===== config.mk =====
export PLATFORM = sky130hd
export DESIGN_NAME = smt_ras
export DESIGN_NICKNAME = d
export VERILOG_FILES = /design/src/rtl/smt_ras_pkg.sv /design/src/rtl/smt_ras_mode_ctl.sv /design/src/rtl/smt_ras_ptr.sv /design/src/rtl/smt_ras_store.sv /design/src/rtl/smt_ras.sv
export SDC_FILE = /design/constraint.sdc
export NUM_CORES = 2
export LEC_CHECK = 0
export BUFFER_PORTS_ARGS = -buffer_cell sky130_fd_sc_hd__buf_2
export CAP_MARGIN = 10
export CORE_MARGIN = 1.5
export CORE_UTILIZATION = 50
export DETAILED_ROUTE_END_ITERATION = 12
export GPL_ROUTABILITY_DRIVEN = 0
export PLACE_DENSITY = 0.69
export RECOVER_POWER = 50
export REMOVE_ABC_BUFFERS = 1
export SYNTH_ARGS = -nofsm -noshare
export SYNTH_HDL_FRONTEND = slang
export SYNTH_HIERARCHICAL = 1
export SYNTH_SLANG_ARGS = --single-unit

===== constraint.sdc =====
create_clock -name clk -period 5.07 [get_ports clk]
set_clock_uncertainty 0.05 [all_clocks]
set_input_delay 0 -clock clk [delete_from_list [all_inputs] [get_ports clk]]
set_output_delay 0 -clock clk [all_outputs]
set_load 0.02 [all_outputs]

===== src/rtl/smt_ras_pkg.sv =====
package smt_ras_pkg;

    // Core thread mode as seen by the return stack.
    typedef enum logic [1:0] {
        MODE_DUAL  = 2'd0,   // both threads in C0, halves private
        MODE_SOLO0 = 2'd1,   // thread 0 owns the whole pool
        MODE_SOLO1 = 2'd2    // thread 1 owns the whole pool
    } smt_mode_e;

endpackage


===== src/rtl/smt_ras_mode_ctl.sv =====
module smt_ras_mode_ctl
    import smt_ras_pkg::*;
(
    input  logic       clk,
    input  logic       rst_n,
    input  logic       scrub_en_i,
    input  logic [1:0] c0_act_i,
    output smt_mode_e  mode_o,
    output logic [1:0] solo_own_o,
    output logic [1:0] snap_o,
    output logic [1:0] scrub_clr_o
);

    smt_mode_e mode_q;
    smt_mode_e mode_d;

    // State register.
    always_ff @(posedge clk) begin
        if (!rst_n) mode_q <= MODE_DUAL;
        else        mode_q <= mode_d;
    end

    // Transitions.
    always_comb begin
        mode_d = mode_q;
        unique case (mode_q)
            MODE_DUAL: begin
                if (c0_act_i == 2'b01)      mode_d = MODE_SOLO0;
                else if (c0_act_i == 2'b10) mode_d = MODE_SOLO1;
            end
            MODE_SOLO0: if (c0_act_i[1]) mode_d = MODE_DUAL;
            MODE_SOLO1: if (c0_act_i[0]) mode_d = MODE_DUAL;
            default:    mode_d = MODE_DUAL;
        endcase
    end

    // Outputs.
    always_comb begin
        solo_own_o  = 2'b00;
        snap_o      = 2'b00;
        scrub_clr_o = 2'b00;
        unique case (mode_q)
            MODE_DUAL: begin
                if (scrub_en_i && mode_d == MODE_SOLO0) scrub_clr_o = 2'b10;
                if (scrub_en_i && mode_d == MODE_SOLO1) scrub_clr_o = 2'b01;
            end
            MODE_SOLO0: begin
                solo_own_o = 2'b01;
                if (mode_d == MODE_DUAL) snap_o = 2'b01;
            end
            MODE_SOLO1: begin
                solo_own_o = 2'b10;
                if (mode_d == MODE_DUAL) snap_o = 2'b10;
            end
            default: ;
        endcase
    end

    assign mode_o = mode_q;

    p_enter_solo0_r3: assert property (@(posedge clk) disable iff (!rst_n)
        (mode_q == MODE_DUAL && c0_act_i == 2'b01) |=> (mode_q == MODE_SOLO0));
    p_enter_solo1_r3: assert property (@(posedge clk) disable iff (!rst_n)
        (mode_q == MODE_DUAL && c0_act_i == 2'b10) |=> (mode_q == MODE_SOLO1));
    p_rejoin_r6: assert property (@(posedge clk) disable iff (!rst_n)
        (mode_q != MODE_DUAL && c0_act_i == 2'b11) |=> (mode_q == MODE_DUAL));
    p_dual_hold_r3: assert property (@(posedge clk) disable iff (!rst_n)
        (mode_q == MODE_DUAL && (c0_act_i == 2'b11 || c0_act_i == 2'b00)) |=> (mode_q == MODE_DUAL));

endmodule


===== src/rtl/smt_ras_ptr.sv =====
module smt_ras_ptr #(
    parameter int TID   = 0,
    parameter int PTR_W = 5
) (
    input  logic             clk,
    input  logic             rst_n,
    input  logic             acc_i,
    input  logic             push_i,
    input  logic             pop_i,
    input  logic             full_i,
    input  logic             snap_i,
    output logic [PTR_W-1:0] ptr_o,
    output logic             wr_en_o,
    output logic [PTR_W-1:0] wr_idx_o
);

    localparam int              LOW_W   = PTR_W - 1;
    localparam logic            TID_BIT = (TID != 0);
    localparam logic [LOW_W-1:0] ONE_L  = 1;
    localparam logic [PTR_W-1:0] ONE_P  = 1;

    logic [PTR_W-1:0] ptr_q, ptr_d, ptr_inc, ptr_dec;

    always_comb begin
        if (full_i) begin
            ptr_inc = ptr_q + ONE_P;
            ptr_dec = ptr_q - ONE_P;
        end else begin
            ptr_inc = {TID_BIT, ptr_q[LOW_W-1:0] + ONE_L};
            ptr_dec = {TID_BIT, ptr_q[LOW_W-1:0] - ONE_L};
        end
    end

    always_comb begin
        ptr_d    = ptr_q;
        wr_en_o  = 1'b0;
        wr_idx_o = ptr_inc;
        if (acc_i) begin
            if (push_i && pop_i) begin
                wr_en_o  = 1'b1;
                wr_idx_o = ptr_q;
            end else if (push_i) begin
                wr_en_o  = 1'b1;
                ptr_d    = ptr_inc;
            end else if (pop_i) begin
                ptr_d    = ptr_dec;
            end
        end
        if (snap_i) ptr_d[PTR_W-1] = TID_BIT;
    end

    always_ff @(posedge clk) begin
        if (!rst_n) ptr_q <= {TID_BIT, {LOW_W{1'b0}}};
        else        ptr_q <= ptr_d;
    end

    assign ptr_o = ptr_q;

    p_swap_hold_r8: assert property (@(posedge clk) disable iff (!rst_n)
        (acc_i && push_i && pop_i && !snap_i) |=> $stable(ptr_q));
    p_idle_hold_r9: assert property (@(posedge clk) disable iff (!rst_n)
        (!acc_i && !snap_i) |=> $stable(ptr_q));
    p_snap_home_r6: assert property (@(posedge clk) disable iff (!rst_n)
        snap_i |=> (ptr_q[PTR_W-1] == TID_BIT));

endmodule


===== src/rtl/smt_ras_store.sv =====
module smt_ras_store #(
    parameter int ADDR_W = 32,
    parameter int HALF   = 16,
    parameter int PTR_W  = 5
) (
    input  logic                   clk,
    input  logic                   rst_n,
    input  logic [1:0]             we_i,
    input  logic [1:0][PTR_W-1:0]  widx_i,
    input  logic [1:0][ADDR_W-1:0] wdata_i,
    input  logic [1:0]             clr_half_i,
    input  logic [1:0][PTR_W-1:0]  ridx_i,
    output logic [1:0][ADDR_W-1:0] rdata_o,
    output logic [1:0]             rvld_o
);

    localparam int DEPTH = 2 * HALF;

    logic [ADDR_W-1:0] mem [DEPTH];
    logic [DEPTH-1:0]  vld_q;

    always_ff @(posedge clk) begin
        for (int p = 0; p < 2; p++) begin
            if (we_i[p]) mem[widx_i[p]] <= wdata_i[p];
        end
    end

    always_ff @(posedge clk) begin
        if (!rst_n) begin
            vld_q <= '0;
        end else begin
            for (int i = 0; i < DEPTH; i++) begin
                if (clr_half_i[i / HALF]) vld_q[i] <= 1'b0;
            end
            for (int p = 0; p < 2; p++) begin
                if (we_i[p]) vld_q[widx_i[p]] <= 1'b1;
            end
        end
    end

    for (genvar p = 0; p < 2; p++) begin : g_rd
        assign rdata_o[p] = mem[ridx_i[p]];
        assign rvld_o[p]  = vld_q[ridx_i[p]];
    end

    p_wr_disjoint_r2: assert property (@(posedge clk) disable iff (!rst_n)
        !(we_i == 2'b11 && widx_i[0] == widx_i[1]));
    p_scrub_lo_r5: assert property (@(posedge clk) disable iff (!rst_n)
        clr_half_i[0] |=> (vld_q[HALF-1:0] == '0));
    p_scrub_hi_r5: assert property (@(posedge clk) disable iff (!rst_n)
        clr_half_i[1] |=> (vld_q[DEPTH-1:HALF] == '0));

endmodule


===== src/rtl/smt_ras.sv =====
module smt_ras
    import smt_ras_pkg::*;
#(
    parameter int ADDR_W = 32,
    parameter int HALF   = 16
) (
    input  logic                   clk,
    input  logic                   rst_n,
    input  logic                   scrub_en_i,
    input  logic [1:0]             c0_act_i,
    input  logic [1:0]             call_i,
    input  logic [1:0]             ret_i,
    input  logic [1:0][ADDR_W-1:0] call_addr_i,
    output logic [1:0][ADDR_W-1:0] pred_tgt_o,
    output logic [1:0]             pred_vld_o
);

    localparam int DEPTH = 2 * HALF;
    localparam int PTR_W = $clog2(DEPTH);

    smt_mode_e              mode;
    logic [1:0]             solo_own, snap, scrub_clr, acc, we, rvld;
    logic [1:0][PTR_W-1:0]  ptr, widx;

    smt_ras_mode_ctl u_mode (
        .clk         (clk),
        .rst_n       (rst_n),
        .scrub_en_i  (scrub_en_i),
        .c0_act_i    (c0_act_i),
        .mode_o      (mode),
        .solo_own_o  (solo_own),
        .snap_o      (snap),
        .scrub_clr_o (scrub_clr)
    );

    for (genvar t = 0; t < 2; t++) begin : g_thr
        assign acc[t] = c0_act_i[t] && (mode == MODE_DUAL || solo_own[t]);

        smt_ras_ptr #(.TID(t), .PTR_W(PTR_W)) u_ptr (
            .clk      (clk),
            .rst_n    (rst_n),
            .acc_i    (acc[t]),
            .push_i   (call_i[t]),
            .pop_i    (ret_i[t]),
            .full_i   (solo_own[t]),
            .snap_i   (snap[t]),
            .ptr_o    (ptr[t]),
            .wr_en_o  (we[t]),
            .wr_idx_o (widx[t])
        );

        assign pred_vld_o[t] = acc[t] && rvld[t];
    end

    smt_ras_store #(.ADDR_W(ADDR_W), .HALF(HALF), .PTR_W(PTR_W)) u_store (
        .clk        (clk),
        .rst_n      (rst_n),
        .we_i       (we),
        .widx_i     (widx),
        .wdata_i    (call_addr_i),
        .clr_half_i (scrub_clr),
        .ridx_i     (ptr),
        .rdata_o    (pred_tgt_o),
        .rvld_o     (rvld)
    );

    p_dual_home_r2: assert property (@(posedge clk) disable iff (!rst_n)
        (mode == MODE_DUAL) |-> (ptr[0][PTR_W-1] == 1'b0 && ptr[1][PTR_W-1] == 1'b1));
    p_idle_silent0_r9: assert property (@(posedge clk) disable iff (!rst_n)
        !c0_act_i[0] |-> !pred_vld_o[0]);
    p_idle_silent1_r9: assert property (@(posedge clk) disable iff (!rst_n)
        !c0_act_i[1] |-> !pred_vld_o[1]);
    p_solo_excl_r9: assert property (@(posedge clk) disable iff (!rst_n)
        (mode != MODE_DUAL) |-> !(pred_vld_o == 2'b11));

endmodule


==> impl_metrics.json <==
{
  "cp_max_fo": 34,
  "num-fill-cells": 10559,
  "synth-simple-area-share_pct": 4.82,
  "dpl.hpwl_um": 126000,
  "yosys_warnings": 6,
  "fin_crit_sh_pct": 101,
  "slew_headroom_pct": -58.4,
  "viasPerCell": 6.88,
  "synth_top_family_by_area": "multiplexers",
  "first_pass_iters": 8,
  "setup_ws_ps": -48.3,
  "routed_wl_um": 229000,
  "fin_nets": 5106,
  "numCtsBuffers": 116,
  "area_growth_pct": 9.74,
  "grt_max_degree": 140,
  "synth.top_cell.area_share_pct": 47.7,
  "dieArea_mm2": 0.131,
  "hold_viol_final": 0,
  "grt_pass1_wl_um": 323000,
  "power_density_mw_per_mm2": 308,
  "drt_iter0_markers": 5937,
  "antenna_found_initial": 5,
  "synthArstFlopShare_pct": 0,
  "post_drt_wl_per_cell_um": 33.8,
  "synth.distinct_cells": 59,
  "violations": "max-capacitance violations, max-slew violations, negative setup slack",
  "synth_mux_area_share_pct": 34.4,
  "worstPathArrival_ps": 5070,
  "synthesis.area_mm2": 0.0644,
  "route.detailed.drc": 0,
  "max_freq_ghz": 0.195,
  "setup_viol": 1,
  "placed_area_mm2": 0.0667,
  "clk_latency_ps": 760,
  "min_path_type": "in2reg",
  "grt_pass1_vias": 45772,
  "h-tree-depth": 3,
  "core_mm2": 0.128,
  "yosysSeqAreaShare_pct": 49.1,
  "final_cell_area_mm2": 0.0707,
  "crit_type": "reg2out",
  "initial_core_util_pct": 50.5,
  "io_pins": 139,
  "path_clk_slew_ps": 60,
  "overflow": 0,
  "synth-compound-area-share_pct": 7.28,
  "die_h_um": 362,
  "crit_path_end_kind": "output pin",
  "cp-start-kind": "flip-flop",
  "cts.sink_count": 1068,
  "power_mw": 21.8,
  "ys.flop_type": "edfxtp_1",
  "leakagePower_nw": 22.2,
  "post-cts-setup-buffers": 0,
  "final_core_util_pct": 55.4,
  "grt.total_usage_pct": 33.9,
  "status": "complete, but fails checks",
  "synth-xor-area-share_pct": 0.136,
  "pre_cts_slack_ps": 797,
  "vias": 46598,
  "multi_input_area_mm2": 0.0304,
  "irDropWorstVdd_v": 0.000326,
  "fin_hold_ws_ps": 33.6,
  "die_x_um": 362,
  "avgSynthCellArea_um2": 12.7,
  "drv_slew": 441,
  "synthAdderAreaFrac_pct": 0.233,
  "cts_tree": "done",
  "port_buffers": 138,
  "drive_above_1_share_pct": 27.2,
  "rows": 131,
  "cts.path.max_buffers": 3,
  "synth_edf_count": 1024,
  "yosys_register_bits": 1068,
  "cp.required_ps": 5020,
  "rsz0062_at_grt": "no",
  "tightest_slew_ps": 2370,
  "antenna_left": 0,
  "yosys-top-cells-area": "edfxtp_1, mux2i_1, mux2_2, a22oi_1, mux2_1",
  "finalCriticalPeriod_ps": 5120,
  "synth_area_leader_cell": "edfxtp_1",
  "seqCellArea_mm2": 0.0316,
  "root_buffer": "clkbuf_16",
  "synthCells": 5071,
  "maxCapViolCount": 25
}
## area by class of cell
class / instances / area share [%]
clock inverters: 57 / 0.593
repair buffers: 404 / 4.25
diodes: 2 / 0.00708
flip-flops and latches: 1068 / 44.7
multi-input cells: 3419 / 43.0
inverters: 12 / 0.0637
well taps: 1662 / 2.94
clock buffers: 148 / 4.38
## synthesized netlist by cell type (all sizes together) (3+ instances only)
cell    number
nand2      234
clkbuf     305
nor2b       38
o21a        34
a21oi      208
o21ai       25
edfxtp    1024
and2         6
nor3        69
or3b         4
inv         12
or3          3
nor3b        6
dfxtp       44
xnor2       10
nand3      206
nand2b       6
or2          3
nand4        8
nand3b       9
mux2i     1060
o22ai       16
buf        267
nor2        24
a31oi       66
mux2      1024
ha          12
a22oi      198
a22o       132
## flip-flops by register name, summed over array words and instances, names as in the netlist
name               cells
g_thr.u_ptr/ptr_o     10
u_mode/mode_o          2
u_store/mem         1024
u_store/vld_q         32
## metal layers
layer	share of wire [%]	up-vias	global-route usage (%)	wire length, µm
met5	0.019	-	0	44
met4	5.7	6	17.2	13000
met3	11	681	7.82	26100
met2	44	3025	52.0	102000
met1	38	23434	45.0	87900
li1	-	19452	-	-
## logic make-up after synthesis
group	Yosys count
AO/OA/AOI/OAI	689
AND/OR/NAND/NOR	624
buffers and inverters	584
adder cells (fa/ha/maj)	12
XOR/XNOR	10
flip-flops	1068
multiplexers	2084
## placed cells by master (no fill, tap or decap), types with 8 or more instances in the layout
master         instances
a21oi_1              208
a22o_1               132
a22oi_1              198
a31oi_1               66
buf_12                18
buf_2                125
buf_4                 77
clkbuf_1              64
clkbuf_16            118
clkbuf_2              37
clkinv_1              24
clkinv_2              21
dfxtp_1               42
dlygate4sd3_1        108
edfxtp_1            1024
ha_1                  12
inv_1                 12
mux2_1               127
mux2_2               897
mux2i_1             1060
nand2_1              220
nand2_2               13
nand3_1              205
nand4_1                8
nor2_1                12
nor2_4                11
nor2b_1               33
nor3_1                69
o21a_1                34
o21ai_0               11
xnor2_1               10
## power by group
group | total, mW | leakage (nW) | switching, mW | internal, mW
logic | 3.76 | 10.9 | 2.35 | 1.42
clock network | 8.11 | 1.72 | 3.67 | 4.43
registers | 9.89 | 9.58 | 0.0869 | 9.80
total | 21.8 | 22.2 | 6.11 | 15.7
## worst paths after layout
path	start	end	slack, ps	depth (start not counted)
setup / recovery	g_thr[1].u_ptr/ptr_o[2]$_SDFFE_PN0P_	pred_tgt_o[54]	-50	7
hold / removal	call_addr_i[3]	u_store/mem[31][3]$_DFFE_PP_	30	2
setup reg to reg	u_mode/mode_o[0]$_SDFF_PN0_	u_store/mem[7][7]$_DFFE_PP_	70	11
hold reg to reg	u_store/vld_q[0]$_SDFF_PN0_	u_store/vld_q[0]$_SDFF_PN0_	560	2
## critical path: stages, from the launching register on
cell	delay (ps)
dfxtp_1	670
nor2b_2	1300
clkbuf_2	1200
a22o_1	290
nor3_1	60
a31oi_1	160
nand3_1	310
buf_2	280
## repair_timing
item,in CTS,in global routing
hold buffers,108,0
resized for setup,0,0
endpoints found under the hold margin,985,0
## through the flow
stage,cells,setup TNS (ps)
finish,6772,-48.3
global route,6771,0
CTS,6767,0
detailed placement,6454,0
global placement,6454,0
floorplan,4499,-
(Power assumes the default switching activity.)
